`src/rtl/cbs_pkg.sv`:
```
package cbs_pkg;
  typedef enum logic [2:0] {
    SPD_100M = 3'd0,
    SPD_1G   = 3'd1,
    SPD_2G5  = 3'd2,
    SPD_5G   = 3'd3,
    SPD_10G  = 3'd4
  } speed_e;

  typedef enum logic [2:0] {
    CS_OFF,
    CS_HOLD,
    CS_SEND,
    CS_WAIT,
    CS_FLUSH,
    CS_RECOVER
  } credit_state_e;

  localparam int unsigned LIMIT_SHIFT = 13;  // bytes * 1024 * 8

  function automatic logic [5:0] rate_factor(logic [2:0] spd);
    case (spd)
      SPD_100M:         return 6'd4;
      SPD_1G, SPD_2G5:  return 6'd8;
      SPD_5G, SPD_10G:  return 6'd32;
      default:          return 6'd0;
    endcase
  endfunction

  function automatic logic speed_supported(logic [2:0] spd);
    return spd <= SPD_10G;
  endfunction
endpackage

```
`src/rtl/cbs_slope_scale.sv`:
```
module cbs_slope_scale
  import cbs_pkg::*;
#(
  parameter int unsigned SLOPE_W = 32
) (
  input  logic               clk_i,
  input  logic               rst_ni,
  input  logic [2:0]         speed_i,
  input  logic [SLOPE_W-1:0] kbps_i,
  output logic [SLOPE_W-1:0] slope_o,
  output logic               ok_o
);
  localparam int unsigned PW = SLOPE_W + 16;

  logic [PW-1:0] prod;
  logic [PW-1:0] quot;

  assign prod = (PW'(kbps_i) * PW'(rate_factor(speed_i))) << 10;

  always_comb begin
    case (speed_i)
      SPD_100M: quot = prod / PW'(100000);
      SPD_1G:   quot = prod / PW'(1000000);
      SPD_2G5:  quot = prod / PW'(2500000);
      SPD_5G:   quot = prod / PW'(5000000);
      SPD_10G:  quot = prod / PW'(10000000);
      default:  quot = '0;
    endcase
  end

  always_ff @(posedge clk_i or negedge rst_ni) begin
    if (!rst_ni) begin
      slope_o <= '0;
      ok_o    <= 1'b0;
    end else begin
      slope_o <= quot[SLOPE_W-1:0];
      ok_o    <= speed_supported(speed_i);
    end
  end
endmodule

```
`src/rtl/cbs_limit_scale.sv`:
```
module cbs_limit_scale
  import cbs_pkg::*;
#(
  parameter int unsigned CREDIT_W = 32
) (
  input  logic                       clk_i,
  input  logic                       rst_ni,
  input  logic signed [CREDIT_W-1:0] bytes_i,
  output logic signed [CREDIT_W-1:0] limit_o
);
  always_ff @(posedge clk_i or negedge rst_ni) begin
    if (!rst_ni) limit_o <= '0;
    else         limit_o <= {bytes_i[CREDIT_W-1-LIMIT_SHIFT:0], {LIMIT_SHIFT{1'b0}}};
  end
endmodule

```
`src/rtl/cbs_credit_acc.sv`:
```
module cbs_credit_acc
  import cbs_pkg::*;
#(
  parameter int unsigned CREDIT_W = 32,
  parameter int unsigned SLOPE_W  = 32
) (
  input  logic                       clk_i,
  input  logic                       rst_ni,
  input  logic                       shaping_on_i,
  input  logic                       speed_ok_i,
  input  logic                       pending_i,
  input  logic                       tx_active_i,
  input  logic        [SLOPE_W-1:0]  idle_i,
  input  logic        [SLOPE_W-1:0]  send_i,
  input  logic signed [CREDIT_W-1:0] hi_i,
  input  logic signed [CREDIT_W-1:0] lo_i,
  output logic signed [CREDIT_W-1:0] credit_o
);
  localparam int unsigned AW = ((CREDIT_W > SLOPE_W) ? CREDIT_W : SLOPE_W) + 2;

  credit_state_e     state;
  logic signed [AW-1:0] c_w, idle_w, send_w, hi_w, lo_w, up_w, dn_w, nxt_w;

  assign c_w    = AW'(credit_o);
  assign hi_w   = AW'(hi_i);
  assign lo_w   = AW'(lo_i);
  assign idle_w = $signed({{(AW-SLOPE_W){1'b0}}, idle_i});
  assign send_w = $signed({{(AW-SLOPE_W){1'b0}}, send_i});
  assign up_w   = c_w + idle_w;
  assign dn_w   = c_w - send_w;

  always_comb begin
    if (!shaping_on_i)                   state = CS_OFF;
    else if (!speed_ok_i)                state = CS_HOLD;
    else if (tx_active_i)                state = CS_SEND;
    else if (pending_i)                  state = CS_WAIT;
    else if (c_w > 0)                    state = CS_FLUSH;
    else                                 state = CS_RECOVER;
  end

  always_comb begin
    case (state)
      CS_OFF:     nxt_w = '0;
      CS_HOLD:    nxt_w = c_w;
      CS_SEND:    nxt_w = (dn_w < lo_w) ? lo_w : dn_w;
      CS_WAIT:    nxt_w = (up_w > hi_w) ? hi_w : up_w;
      CS_FLUSH:   nxt_w = '0;
      default:    nxt_w = (up_w > 0) ? '0 : up_w;
    endcase
  end

  always_ff @(posedge clk_i or negedge rst_ni) begin
    if (!rst_ni) credit_o <= '0;
    else         credit_o <= nxt_w[CREDIT_W-1:0];
  end
endmodule

```
`src/rtl/cbs_shaper.sv`:
```
module cbs_shaper
  import cbs_pkg::*;
#(
  parameter int unsigned CREDIT_W  = 32,
  parameter int unsigned SLOPE_W   = 32,
  parameter int unsigned QUEUE_IDX = 1
) (
  input  logic                       clk_i,
  input  logic                       rst_ni,
  input  logic                       shape_en_i,
  input  logic [2:0]                 speed_i,
  input  logic [SLOPE_W-1:0]         idle_slope_i,
  input  logic [SLOPE_W-1:0]         send_slope_i,
  input  logic signed [CREDIT_W-1:0] hi_credit_i,
  input  logic signed [CREDIT_W-1:0] lo_credit_i,
  input  logic                       pending_i,
  input  logic                       tx_active_i,
  output logic                       tx_allowed_o,
  output logic signed [CREDIT_W-1:0] credit_o
);
  localparam int unsigned NUM_SLOPES = 2;
  localparam int unsigned NUM_LIMITS = 2;

  logic [NUM_SLOPES-1:0][SLOPE_W-1:0]  kbps_in, slope_q;
  logic [NUM_SLOPES-1:0]               ok_q;
  logic [NUM_LIMITS-1:0][CREDIT_W-1:0] bytes_in, limit_q;
  logic signed [CREDIT_W-1:0]          hi_lim, lo_lim;
  logic                                speed_ok;
  logic                                shaping_on;

  assign kbps_in  = {send_slope_i, idle_slope_i};
  assign bytes_in = {lo_credit_i, hi_credit_i};

  for (genvar g = 0; g < NUM_SLOPES; g++) begin : g_slope
    cbs_slope_scale #(.SLOPE_W(SLOPE_W)) i_scale (
      .clk_i   (clk_i),
      .rst_ni  (rst_ni),
      .speed_i (speed_i),
      .kbps_i  (kbps_in[g]),
      .slope_o (slope_q[g]),
      .ok_o    (ok_q[g])
    );
  end

  for (genvar g = 0; g < NUM_LIMITS; g++) begin : g_limit
    cbs_limit_scale #(.CREDIT_W(CREDIT_W)) i_limit (
      .clk_i   (clk_i),
      .rst_ni  (rst_ni),
      .bytes_i (bytes_in[g]),
      .limit_o (limit_q[g])
    );
  end

  assign hi_lim   = $signed(limit_q[0]);
  assign lo_lim   = $signed(limit_q[1]);
  assign speed_ok = &ok_q;

  if (QUEUE_IDX == 0) begin : g_plain
    assign shaping_on = 1'b0;
  end else begin : g_shaped
    assign shaping_on = shape_en_i;
  end

  cbs_credit_acc #(.CREDIT_W(CREDIT_W), .SLOPE_W(SLOPE_W)) i_acc (
    .clk_i        (clk_i),
    .rst_ni       (rst_ni),
    .shaping_on_i (shaping_on),
    .speed_ok_i   (speed_ok),
    .pending_i    (pending_i),
    .tx_active_i  (tx_active_i),
    .idle_i       (slope_q[0]),
    .send_i       (slope_q[1]),
    .hi_i         (hi_lim),
    .lo_i         (lo_lim),
    .credit_o     (credit_o)
  );

  // start decision only; a running frame is never revoked
  assign tx_allowed_o = pending_i && !tx_active_i &&
                        (!shaping_on || (speed_ok && !credit_o[CREDIT_W-1]));
endmodule

```
`config.mk`:
```
export PLATFORM = sky130hd
export DESIGN_NAME = cbs_shaper
export DESIGN_NICKNAME = d
export VERILOG_FILES = /design/src/rtl/cbs_pkg.sv /design/src/rtl/cbs_slope_scale.sv /design/src/rtl/cbs_limit_scale.sv /design/src/rtl/cbs_credit_acc.sv /design/src/rtl/cbs_shaper.sv
export SDC_FILE = /design/constraint.sdc
export NUM_CORES = 2
export LEC_CHECK = 0
export BUFFER_PORTS_ARGS = -buffer_cell sky130_fd_sc_hd__buf_2
export CORE_AREA = 2 2 646 648
export DETAILED_ROUTE_END_ITERATION = 12
export DIE_AREA = 0 0 648 650
export PLACE_DENSITY_LB_ADDON = 0.3
export RECOVER_POWER = 50
export SYNTH_ARGS = -nofsm -noshare
export SYNTH_HDL_FRONTEND = slang
export SYNTH_HIERARCHICAL = 1
export SYNTH_SLANG_ARGS = --single-unit
```
`constraint.sdc`:
```
create_clock -name clk_i -period 5.36 [get_ports clk_i]
set_clock_uncertainty 0.2 [all_clocks]
set_input_delay 0.268 -clock clk_i [delete_from_list [all_inputs] [get_ports clk_i]]
set_output_delay 0.268 -clock clk_i [all_outputs]
set_load 0.01 [all_outputs]
```
=== Word-level counts from Yosys, hierarchy flattened ===
Cells that the tools add are included.

* Bits in read-only memories: 0
* Bits in latches: 0
* Memory bits (writable): 0
* Memories: 0
* Flip-flop bits (word level): 135
* Input bits: 136
* Output and inout port bits: 33

* Add/sub/neg operators: 2
* Order comparisons: 5
* Equal/unequal tests: 8
* Bitwise logic cells: 0
* Multipliers: 2
* Reductions and logical operators: 12
* Div/mod/pow operators: 10
* Muxes and demuxes: 12
* Shift operators: 0

{| class="wikitable"
|+ Operators by type and width
! cell !! count
|-
| one-hot mux 32 bit (5 select lines) || 2
|-
| one-hot mux 32 bit (4 select lines) || 1
|-
| divider 48 x 17 -> 48 bit, second input constant || 2
|-
| divider 48 x 20 -> 48 bit, second input constant || 2
|-
| divider 48 x 22 -> 48 bit, second input constant || 2
|-
| divider 48 x 23 -> 48 bit, second input constant || 2
|-
| divider 48 x 24 -> 48 bit, second input constant || 2
|-
| two-way mux 32 bit || 3
|-
| multiplier 32 x 6 -> 38 bit || 2
|-
| adder 32 x 33 -> 34 bit || 1
|-
| greater-than comparator 34 x 1 -> 1 bit, second input constant || 1
|-
| greater-than comparator 34 x 32 -> 1 bit || 1
|-
| less-than comparator 34 x 32 -> 1 bit || 1
|-
| subtractor 32 x 33 -> 34 bit || 1
|-
| greater-than comparator 32 x 1 -> 1 bit, second input constant || 1
|-
| one-hot mux 6 bit (3 select lines) || 1
|-
| == test 3 x 2 -> 1 bit, second input constant || 4
|-
| two-way mux 3 bit || 4
|-
| == test 3 x 1 -> 1 bit, second input constant || 2
|-
| == test 3 bit, second input constant || 2
|-
| zero test 3 bit || 2
|-
| OR reduction 2 bit || 3
|-
| less-or-equal comparator 3 bit, second input constant || 1
|-
| logical AND 1 bit || 3
|-
| 3 further kinds || 5
|}

=== Logic depth before layout (Yosys ltp) ===
* Depth in word-level cells: 9
* Gate-level depth with buffers: 743

=== Modules after synthesis ===
Netlist, hierarchy kept.

{| class="wikitable"
|+ Modules (own cells, without submodules)
! module !! area each (sq um) !! times used !! cells each
|-
| cbs_slope_scale at g_slope[1].i_scale || 43,598.1 || 1 || 6,172
|-
| cbs_slope_scale at g_slope[0].i_scale || 42,022.8 || 1 || 6,074
|-
| cbs_credit_acc || 8,056.5 || 1 || 1,100
|-
| cbs_limit_scale || 576.8 || 2 || 33
|-
| cbs_shaper || 25.0 || 1 || 4
|}

=== Worst setup path before layout ===
Ideal clock, no wire load.

* Path type: input-to-reg
* From: input port speed_i[2]
* To: register g_slope[0].i_scale.slope_o[0]
* Required time: 5,015 ps
* Slack: -138,250 ps
* Stages: 721
* Setup time: 145 ps
* Data arrival time: 143,265 ps
* Path through: nand2b_1 inv_1 nand2_1 nand2_1 clkbuf_1 and2_1 ha_1 fa_1 ha_1 ha_1 buf_2 a2111oi_2 o21ai_1 a211oi_2 o21bai_1 a41o_1 a21oi_1 xnor2_1 [... 685 more ...] o21ai_0 nand2b_1 a21oi_1 nor2b_1 o21ai_0 nand2b_1 a21oi_1 nor2b_1 o21ai_0 nand2b_1 a21oi_1 o31ai_1 a21oi_1 o2111ai_1 nor2_1 o2111ai_1 nor4_1 a41oi_1

* Longest elaborated chain between the ends: 6
* Elaborated cells on any way between the ends: 15

{| class="wikitable"
|+ RTL lines
! element !! RTL line !! source
|-
| start: declaration || cbs_shaper.sv:11 || <nowiki>input logic [2:0] speed_i,</nowiki>
|-
| == test 3 x 2 -> 1 bit (tied with other cells) || cbs_pkg.sv:22, cbs_slope_scale.sv:21 ||
|-
| OR reduction 2 bit || cbs_pkg.sv:22 || <nowiki>case (spd)</nowiki>
|-
| one-hot mux 6 bit (3 select lines) || cbs_pkg.sv:22 ||
|-
| multiplier 32 x 6 -> 38 bit || cbs_slope_scale.sv:18 || <nowiki>assign prod = (PW'(kbps_i) * PW'(rate_factor(speed_i))) << 10;</nowiki>
|-
| divider 48 x 24 -> 48 bit (tied with other cells) || cbs_slope_scale.sv:26 || <nowiki>SPD_10G: quot = prod / PW'(10000000);</nowiki>
|-
| one-hot mux 32 bit (5 select lines) (*) || cbs_slope_scale.sv:21 || <nowiki>case (speed_i)</nowiki>
|-
| named net g_slope[0].i_scale.quot[0] || cbs_slope_scale.sv:16 || <nowiki>logic [PW-1:0] quot;</nowiki>
|-
| end signal: assignment || cbs_slope_scale.sv:36 || <nowiki>slope_o <= quot[SLOPE_W-1:0];</nowiki>
|-
| end: declaration || cbs_slope_scale.sv:10 || <nowiki>output logic [SLOPE_W-1:0] slope_o,</nowiki>
|}

Mark *: on every way through the listed nets, which the timed path passes. The rest lies on a longest branch.
A chain may end at the register's enable or synchronous reset.

==> impl_results.md <==
* Outcome: finished with violations
* Failing checks: max-capacitance violations, max-slew violations, negative setup slack
* Slew Viols, Final at 135
* Reg2Reg Setup Slack at -0.28 ns
* Worst Tran Pin Value at 3.67 ns
* GRT Util Overall at 0.190
* Synthesis-to-finish area growth at 59.3%
* Xor and xnor fraction of the mapped netlist area at 0.0728
* Layout cells sized above 1 at 0.389
* Die area at 421,000 um2
* Layout Cells excl Fill at 24,504
* DRC Markers at 0
* CTS tree: yes
* Vias in the first global route at 117,184
* Pin count of the biggest net entering global routing at 135
* Hold Slack at 0.135 ns
* Total number of H-tree levels at 4
* Clock Pin Slew Worst Setup and Hold Paths at 0.10 ns
* Kind of critical path: primary input to flip-flop
* Synth Area in Simple Gates at 0.276
* Main combinational cell family by area after synthesis: compound AO/OA/AOI/OAI gates
* Yosys top cell by area: ha_1
* Yosys warnings at 6
* Worst path max stage delay at 0.64 ns
* Grt ovf at 0
* Port Buffer Count at 142
* Post-synthesis mux area share at 0.0479
* Max clock buf depth at 2
* Relative slew slack at -1.44
* Data required, critical path at 5.50 ns
* Synthesized area at 94,900 um2
* Nets@finish at 20,622
* Synth cell types at 157
* Hpwl dp at 349 mm
* #FFs+latches synth at 136
* FP Rows at 237
* Grt met1 use at 0.248
* R2r endpoint: i_acc/credit_o[16]
* Tcrit/Tclk final at 21.5
* Drt pass-1 iters at 8
* Crit Path Max Fanout at 9
* EDFF count, synth at 0
* Via-to-Cell Ratio at 4.92
* Hold WC Path Type: primary input to asynchronous set/reset pin
* # IOs at 169
* Core Area at 415,000 um2
* Post-Synth Adder-Cell Area at 0.210
* Synth Instances at 13,416
* Drt total wl at 421 mm
* Final WS setup at -110.11 ns
* CP arrival at 115.61 ns
* Most used cell, CP: o21a_1
* Setup violators final at 93
* Worst setup SP type: primary input
* Syn Area/Cell at 7.07 um2
* 1st-iter DRT viols at 6,714
* First-pass GRT wire length at 649 mm
* RR Startpoint: i_acc/credit_o[4]
* Clock Latency Late Sink at 0.50 ns
* Met2 Resource Use GR at 0.342
* Post-synth top area share at 0.196
* Fill cells at 43,889
* Setup crit end kind: flip-flop
* Clock sink total at 136
* Cells after DPL at 24,003
* R2R cell count at 21
* ANT nets after route at 0
* Compound-Gate Fraction of Synth Area at 0.316
* Busiest grt layer: met2
* Top area cells in the synthesized netlist: ha_1 20%, a21oi_1 5.6%, o21a_1 4.8%
* Worst path slowest cell: or4b_4
* Die extent in y at 650 um
* Wire per inst at 17.2 um
* Root Buffer: clkbuf_16
* Via count at 120,669
* Total CTS buffers at 17
* FFs w/ async S/R, synth at 1.00
* GR Util met3 at 0.00578
* Sequential fraction of the synthesis area at 0.0359
* GP Congestion at 0.915
* Initial antenna violation count at 29
* Max Clk Rate at 0.00866 GHz
* Min Tclk post-route at 115.47 ns
* Die Width at 648 um
* MaxCap Viol Count at 1
* Initial Util at 0.229
* RSZ-0062 raised after global routing: true
* Main flop type after synthesis: dfrtp_1
* Final Hold Vio Count at 0
Yosys cell counts (all sizes together) (69+ instances only):
library cell,count
o21a,610
a31oi,147
a21o,365
xor2,291
o21ai,715
nor4,114
mux2,285
nand2,1176
and2,300
a211oi,162
nor2b,224
or3,112
a21oi,1077
inv,501
mux2i,132
o31ai,359
o21bai,69
dfrtp,136
clkbuf,292
and3,131
nand4,189
or2,182
o211ai,134
nor2,1202
nand3,303
nor3,721
xnor2,492
nand2b,222
ha,1487
buf,178
worst max-delay path, delay by kind of cell:
family / cells / cell delay [ns]
xor gates and xnor gates: 3 / 0.67
AOI/OAI and AO/OA: 522 / 93.05
and+or+nand+nor: 217 / 32.34
muxes: 5 / 1.46
adders and majority gates: 43 / 12.43
buffers and inverters: 43 / 5.32
worst max path at each step:
stage,start,endpoint,slack [ns],depth (start not counted)
after floorplan,speed_i[2],g_slope[0].i_scale/slope_o[0],-118.39,924
after global placement,speed_i[0],g_slope[1].i_scale/slope_o[0],-113.39,921
after detailed placement,speed_i[0],g_slope[1].i_scale/slope_o[0],-113.40,888
after CTS,speed_i[0],g_slope[1].i_scale/slope_o[0],-110.41,873
after global routing,speed_i[0],g_slope[0].i_scale/slope_o[0],-116.63,832
final,speed_i[0],g_slope[1].i_scale/slope_o[0],-110.11,833
kinds of logic after synthesis:
| group | count (synthesis) |
|---|---|
| and+or+nand+nor | 5151 |
| DFF | 136 |
| buffers and inverters | 971 |
| muxes | 417 |
| adders and majority gates | 1552 |
| AOI/OAI and AO/OA | 4404 |
| other | 2 |
| xor gates and xnor gates | 783 |
repair_timing:
| item | 4_1_cts | 5_1_grt |
|---|---|---|
| setup endpoints to repair | 96 | 96 |
| gates cloned | 1 | 11 |
| pin swaps | 95 | 485 |
| hold endpoints to repair | 174 | 0 |
| resized for setup | 235 | 554 |
| buffers inserted | 64 | 300 |
| hold buffers | 39 | 0 |
sequential cells by signal, summed over array words and instances, names as in the netlist:
register	cells
g_slope.i_scale/ok_o	2
i_acc/credit_o	32
g_slope.i_scale/slope_o	64
g_limit.i_limit/limit_o	38
metrics by stage:
stage	TNS (ns)	instance area (um2)	utilization	worst slack, ns
5_1_grt	-3327.22	151000	0.364	-116.63
4_1_cts	-3138.83	146000	0.352	-110.41
6_report	-3133.42	151000	0.364	-110.11
2_1_floorplan	-3356.12	98500	-	-118.39
3_5_place_dp	-3252.21	143000	0.346	-113.40
3_3_place_gp	-3226.46	143000	0.346	-113.39
final cells by class:
| type | count | area, um2 | share of cell area |
|---|---|---|---|
| Multi-Input combinational cell | 12336 | 92800 | 0.614 |
| Inverter | 501 | 1890 | 0.0125 |
| Sequential cell | 136 | 3400 | 0.0225 |
| Tap cell | 5497 | 6880 | 0.0455 |
| Timing Repair Buffer | 5945 | 45400 | 0.300 |
| Clock buffer | 19 | 433 | 0.00286 |
| Clock inverter | 13 | 194 | 0.00128 |
| Antenna cell | 57 | 143 | 0.000944 |
cell usage in the layout, fill, tap and decap left out, drive strengths merged, types with 301 or more instances in the layout:
master	n
o21ai	715
nor3	721
o31ai	359
nand3	303
nand2	1176
a21o	365
buf	5867
a21oi	1077
xnor2	492
nor2	1202
inv	501
ha	1487
o21a	610
and2	301
routing by layer:
metal / part of all wire / up-vias
met2: 0.48 / 1985
li1: - / 61643
met5: 0.000031 / -
met4: 0.032 / 2
met3: 0.027 / 435
met1: 0.46 / 56604
Power is not shown: default switching activity piles up to over one toggle a cycle in this logic, so the estimate is an artifact.
